## src/rtl/sk_pkg.sv

```systemverilog
package sk_pkg;
  localparam int WORD_W   = 18;
  localparam int SEL_N    = 6;
  localparam int FLD_W    = 3;
  localparam int OPC_W    = 5;
  localparam int OPC_LSB  = WORD_W - OPC_W;
  localparam logic [OPC_W-1:0] OPC_SKIP = 5'b11010;
  localparam int IND_BIT  = 12;
  localparam int RSV_BIT  = 11;
  localparam int IOP_BIT  = 10;
  localparam int OVZ_BIT  = 9;
  localparam int NEG_BIT  = 8;
  localparam int POS_BIT  = 7;
  localparam int ZER_BIT  = 6;
  localparam int SW_LSB   = FLD_W;
  localparam int FL_LSB   = 0;

  typedef struct packed {
    logic skip;
    logic ovf_clr;
  } sk_res_t;
endpackage

```

## src/rtl/sk_field_test.sv

```systemverilog
module sk_field_test #(
  parameter int N = 6,
  parameter int W = 3
) (
  input  logic [W-1:0] sel,
  input  logic [N-1:0] bits,
  output logic         hit
);
  localparam logic [W-1:0] ALL = {W{1'b1}};

  logic [N-1:0] one_hit;

  for (genvar k = 0; k < N; k++) begin : g_sel
    localparam logic [W-1:0] CODE = W'(k + 1);
    assign one_hit[k] = (sel == CODE) && !bits[k];
  end

  assign hit = (|one_hit) || ((sel == ALL) && (bits == '0));
endmodule

```

## src/rtl/sk_cond_eval.sv

```systemverilog
module sk_cond_eval
  import sk_pkg::*;
(
  input  logic [WORD_W-1:0] instr,
  input  logic [WORD_W-1:0] ac,
  input  logic              io_sign,
  input  logic              ovf,
  input  logic [SEL_N-1:0]  flags,
  input  logic [SEL_N-1:0]  sense,
  output sk_res_t           res
);
  logic is_skip_op;
  logic flag_hit;
  logic sw_hit;
  logic cond;
  logic unused_rsv;

  assign unused_rsv = instr[RSV_BIT];
  assign is_skip_op = (instr[WORD_W-1:OPC_LSB] == OPC_SKIP);

  sk_field_test #(.N(SEL_N), .W(FLD_W)) u_flag (
    .sel  (instr[FL_LSB +: FLD_W]),
    .bits (flags),
    .hit  (flag_hit)
  );

  sk_field_test #(.N(SEL_N), .W(FLD_W)) u_sw (
    .sel  (instr[SW_LSB +: FLD_W]),
    .bits (sense),
    .hit  (sw_hit)
  );

  always_comb begin
    cond = 1'b0;
    if (instr[NEG_BIT] &&  ac[WORD_W-1]) cond = 1'b1;
    if (instr[POS_BIT] && !ac[WORD_W-1]) cond = 1'b1;
    if (instr[ZER_BIT] && (ac == '0))    cond = 1'b1;
    if (instr[IOP_BIT] && !io_sign)      cond = 1'b1;
    if (instr[OVZ_BIT] && !ovf)          cond = 1'b1;
    if (flag_hit || sw_hit)              cond = 1'b1;
    res.skip    = is_skip_op && (cond ^ instr[IND_BIT]);
    res.ovf_clr = is_skip_op && instr[OVZ_BIT];
  end
endmodule

```

## src/rtl/sk_out_stage.sv

```systemverilog
module sk_out_stage
  import sk_pkg::*;
(
  input  logic    clk,
  input  logic    rst_n,
  input  logic    take,
  input  sk_res_t d,
  input  logic    drain,
  output logic    valid,
  output sk_res_t q
);
  always_ff @(posedge clk) begin
    if (!rst_n) begin
      valid <= 1'b0;
      q     <= '0;
    end else begin
      if (take) begin
        valid <= 1'b1;
        q     <= d;
      end else if (drain) begin
        valid <= 1'b0;
      end
    end
  end
endmodule

```

## src/rtl/sk_skip_eval.sv

```systemverilog
module sk_skip_eval
  import sk_pkg::*;
(
  input  logic              clk,
  input  logic              rst_n,
  input  logic              in_valid,
  output logic              in_ready,
  input  logic [WORD_W-1:0] in_instr,
  input  logic [WORD_W-1:0] in_ac,
  input  logic [WORD_W-1:0] in_io,
  input  logic              in_ovf,
  input  logic [SEL_N-1:0]  in_flags,
  input  logic [SEL_N-1:0]  in_sense,
  output logic              out_valid,
  input  logic              out_ready,
  output logic              out_skip,
  output logic              out_ovf_clr
);
  sk_res_t comb_res;
  sk_res_t held_res;
  logic    take;
  logic    unused_io_low;

  assign unused_io_low = ^in_io[WORD_W-2:0];
  assign in_ready      = !out_valid || out_ready;
  assign take          = in_valid && in_ready;

  sk_cond_eval u_eval (
    .instr   (in_instr),
    .ac      (in_ac),
    .io_sign (in_io[WORD_W-1]),
    .ovf     (in_ovf),
    .flags   (in_flags),
    .sense   (in_sense),
    .res     (comb_res)
  );

  sk_out_stage u_stage (
    .clk   (clk),
    .rst_n (rst_n),
    .take  (take),
    .d     (comb_res),
    .drain (out_ready),
    .valid (out_valid),
    .q     (held_res)
  );

  assign out_skip    = held_res.skip;
  assign out_ovf_clr = held_res.ovf_clr;
endmodule

```

## config.mk

```make
export PLATFORM = sky130hd
export DESIGN_NAME = sk_skip_eval
export DESIGN_NICKNAME = d
export VERILOG_FILES = /design/src/rtl/sk_pkg.sv /design/src/rtl/sk_field_test.sv /design/src/rtl/sk_cond_eval.sv /design/src/rtl/sk_out_stage.sv /design/src/rtl/sk_skip_eval.sv
export SDC_FILE = /design/constraint.sdc
export NUM_CORES = 1
export LEC_CHECK = 0
export BUFFER_PORTS_ARGS = -buffer_cell sky130_fd_sc_hd__buf_2
export CAP_MARGIN = 0
export CORE_MARGIN = 4
export CORE_UTILIZATION = 21
export CTS_CLUSTER_SIZE = 12
export DETAILED_ROUTE_END_ITERATION = 10
export GPL_ROUTABILITY_DRIVEN = 0
export PLACE_DENSITY = 0.74
export SYNTH_ARGS = -nofsm -noshare
export SYNTH_HDL_FRONTEND = slang
export SYNTH_SLANG_ARGS = --single-unit
```

## constraint.sdc

```tcl
create_clock -name clk -period 1.5 [get_ports clk]
set_clock_uncertainty 0.05 [all_clocks]
set_input_delay 0.225 -clock clk [delete_from_list [all_inputs] [get_ports clk]]
set_output_delay 0.225 -clock clk [all_outputs]
set_load 0.005 [all_outputs]
```

==> impl_results.md <==
* Status: finished, final reports clean
* Synthesis-to-finish area growth at 97.2%
* Tcrit/Tclk final at approximately 94%
* Worst Path Arrival at roughly 1.5 ns
* Avg WL per Cell at around 11 µm
* Max cap viols at 0
* Hold path start: in_valid
* Yosys Warn Count at 0
* Die footprint at around 0.0024 mm²
* Critical Path End Type: register
* Top post-synthesis cells by count: inv_1 (6), dfxtp_1 (3), mux2i_1 (3), nor3b_1 (3), nor4_1 (3)
* Initial antenna violation count at 0
* Ranking of synthesized cells by area: dfxtp_1 (17%), mux2i_1 (8.4%), inv_1 (6.3%)
* Initial Utilization at 23.0%
* Worst slew pin tran at about 0.38 ns
* Worst reg-to-reg setup slack at between 0.6 and 0.7 ns
* CTS tree: yes
* Max-slew violation count at 0
* Cts hold-fix bufs at 0
* Final Hold Fails at 0
* R2R Path Start: u_stage.valid$_SDFFE_PN0P_
* Root Driver: clkbuf_4
* ANT nets after route at 0
* Resized cells post-CTS at 0
* Combinational power share at between 30% and 40%
* Later-pin clock latency in the skew report at about 0.23 ns
* CP bufs+invs at 1
* Final WL at roughly 1.4 mm
* Post-layout min period at between 1 and 1.5 ns
* Worst path slowest cell: or4_1
* Residual DRC count at 0
* GRT overflow at 0
* Worst reg-to-reg path cell count at 3
* Hold WS at 0.218 ns
* Max clock buf depth at 2
* CP Launch Type: input port
* Die width at a little under 50 µm
* P per Cell Area at 500 mW/mm²
* Yosys cell types at 26
* Register area share after synthesis at between 15 and 20%
* Vias in the first global route at roughly 600
* Final std cells w/o fill at 125
* Slew headroom at between 70% and 80%
* Fill count at ~170
* Largest net degree at the start of global routing at 6
* Clk pwr share at between 30 and 40%
* Synthesized area per cell at 7.61 µm²
* Cells after synthesis at 47
* Post-synth top area cell: dfxtp_1
* Switching share of total power at 26.1%
* Drt pass-1 iters at 4
* Initial DRC count at 10
* Setup repair bufs after CTS at 0
* Pint at approximately 260 µW
* Row Count at 14
* P_sw at 92.1 µW
* I/O pin count at 75
* Vias/cell at 4.99
* HP Class: input port to register
* Global-route wire length before repair at around 2.2 mm
* Inserted Diodes at 0
* Post-Syn Area at roughly 360 µm²
* TritonCTS Buffers at 3
* Layout cell share with drive strength beyond 1 at 57.8%
* Asr flop ratio synth at 0%
* Hold Path End: u_stage.valid$_SDFFE_PN0P_
* Power Total at about 350 µW
* CTS clock-pin slew for the worst setup and hold paths at 0.04 ns
* CP max FO at 2
* Global router's overall resource usage at between 10% and 20%
* Post-DP HPWL at roughly 1.3 mm
* LEAKAGE at ~0.0004 µW
* Via Count at ~620
* FF-to-FF End: u_stage.q[1]$_SDFFE_PN0P_
* Post-place setup slack at -0.208 ns
* Nets at approximately 180
* Post-Syn Nets at around 120
* Critical path class: input port to register
* Core Region at roughly 0.0016 mm²
* Seq pwr share at between 20% and 30%
* Placed Cells at between 100 and 150
* Most frequent cell after synthesis: inv_1
* H-tree depth at 1
* CTS sink cnt at 3
* Chip Height at about 50 µm
* Number of port buffers at 56
* #FFs+latches synth at 3
* Post-synth EDFFs at 0
* Top delay family on crit path: simple AND/OR/NAND/NOR gates
* Worst path cell trace: buf_2 -> or4_1 -> o221ai_2 -> a222oi_1 -> and4_1 -> o31ai_2
* Max Clk Rate at approximately 700 MHz
* Crit path largest cell delay at between 0.5 and 0.6 ns
* Critical path required time at 1.59 ns
* Final setup vio count at 0
* Max IR drop VDD at about 0.18 mV
* Yosys top cell area share at 16.8%
* Setup WS post-layout at 0.0832 ns
* Hold Path Depth at 3
* Ys flop type: dfxtp_1
* RSZ-0062 raised after global routing: false
==> layout by cell type (no fill, tap or decap) <==
master,netlist,routed
a21boi_0,2,2
a21o_1,2,2
a21oi_1,1,1
a221oi_1,1,1
a222oi_1,1,1
a22oi_1,1,1
a31oi_1,1,1
and4_1,2,2
buf_2,0,56
buf_4,0,2
clkbuf_1,0,1
clkbuf_4,0,3
dfxtp_1,3,3
inv_1,6,6
mux2i_1,3,3
nand2_1,2,2
nand2b_1,1,1
nand3_1,2,2
nand3b_1,1,1
nand4_1,2,2
nor2_1,2,2
nor3_1,1,1
nor3b_1,3,3
nor4_1,3,3
nor4b_1,1,1
o21ai_0,1,1
o221ai_1,2,1
o221ai_2,0,1
o31ai_2,1,1
o41a_1,1,1
or4_1,1,1
==> cell families (layout without fill, tap and decap cells) <==
| family | count (synthesis) | in the layout | share of synthesized area, % |
|---|---|---|---|
| AO/OA/AOI/OAI | 14 | 14 | 31.8 |
| buffers and inverters | 6 | 68 | 6.29 |
| flip-flops | 3 | 3 | 16.8 |
| multiplexers | 3 | 3 | 8.39 |
| AND/OR/NAND/NOR | 21 | 21 | 36.7 |
==> how the worst max path moves through the flow <==
stage,start,end,slack [ns],cells after the start
floorplan,in_sense[1],u_stage.q[1]$_SDFFE_PN0P_,0.00002,5
global placement,in_sense[1],u_stage.q[1]$_SDFFE_PN0P_,-0.17,6
detailed placement,in_sense[1],u_stage.q[1]$_SDFFE_PN0P_,-0.21,6
CTS,in_sense[1],u_stage.q[1]$_SDFFE_PN0P_,0.03,6
global route,in_sense[1],u_stage.q[1]$_SDFFE_PN0P_,0.005,6
finish,in_sense[1],u_stage.q[1]$_SDFFE_PN0P_,0.08,6
==> power groups by stage <==
| stage | Sequential [µW] | Clock [µW] | Combinational, µW |
|---|---|---|---|
| 2_1_floorplan | 84.6 | 0 | 40.7 |
| 3_3_place_gp | 84.2 | 0 | 126 |
| 3_5_place_dp | 84.4 | 0 | 129 |
| 4_1_cts | 83.1 | 148 | 129 |
| 5_1_grt | 83.5 | 152 | 147 |
| 6_report | 83.1 | 140 | 130 |
==> metal layers <==
layer	GRT usage, %	routed length (µm)	part of all wire [%]	vias to the layer above
li1	-	-	-	316
met1	11.7	513	37	266
met4	8.53	21	1.5	0
met3	2.45	170	12	2
met5	0	0	0	-
met2	20.1	672	49	40
==> through the flow <==
stage	util [%]	setup TNS, ns	cell area (µm²)
2_1_floorplan	-	0	358
6_report	45.3	0	706
3_3_place_gp	43.2	-0.175	673
5_1_grt	45.3	0	706
4_1_cts	44.9	0	699
3_5_place_dp	43.2	-0.208	673
==> final cells by class <==
| class | count | area (µm²) | share of cell area [%] |
|---|---|---|---|
| Tap cell | 16 | 20.0 | 2.84 |
| Timing Repair Buffer | 58 | 295 | 41.8 |
| Sequential cell | 3 | 60.1 | 8.51 |
| Inverter | 6 | 22.5 | 3.19 |
| Multi-Input combinational cell | 38 | 282 | 39.9 |
| Clock buffer | 4 | 26.3 | 3.72 |
==> state kept, by name, summed over array words and instances (netlist names) <==
| name | flops |
|---|---|
| u_stage.q | 2 |
| u_stage.valid | 1 |
==> worst min-delay path, stage by stage <==
cell and delay (ns):
buf_2 0.12, inv_1 0.05, a21boi_0 0.06
Note: power is estimated with default switching activity, not from simulation.
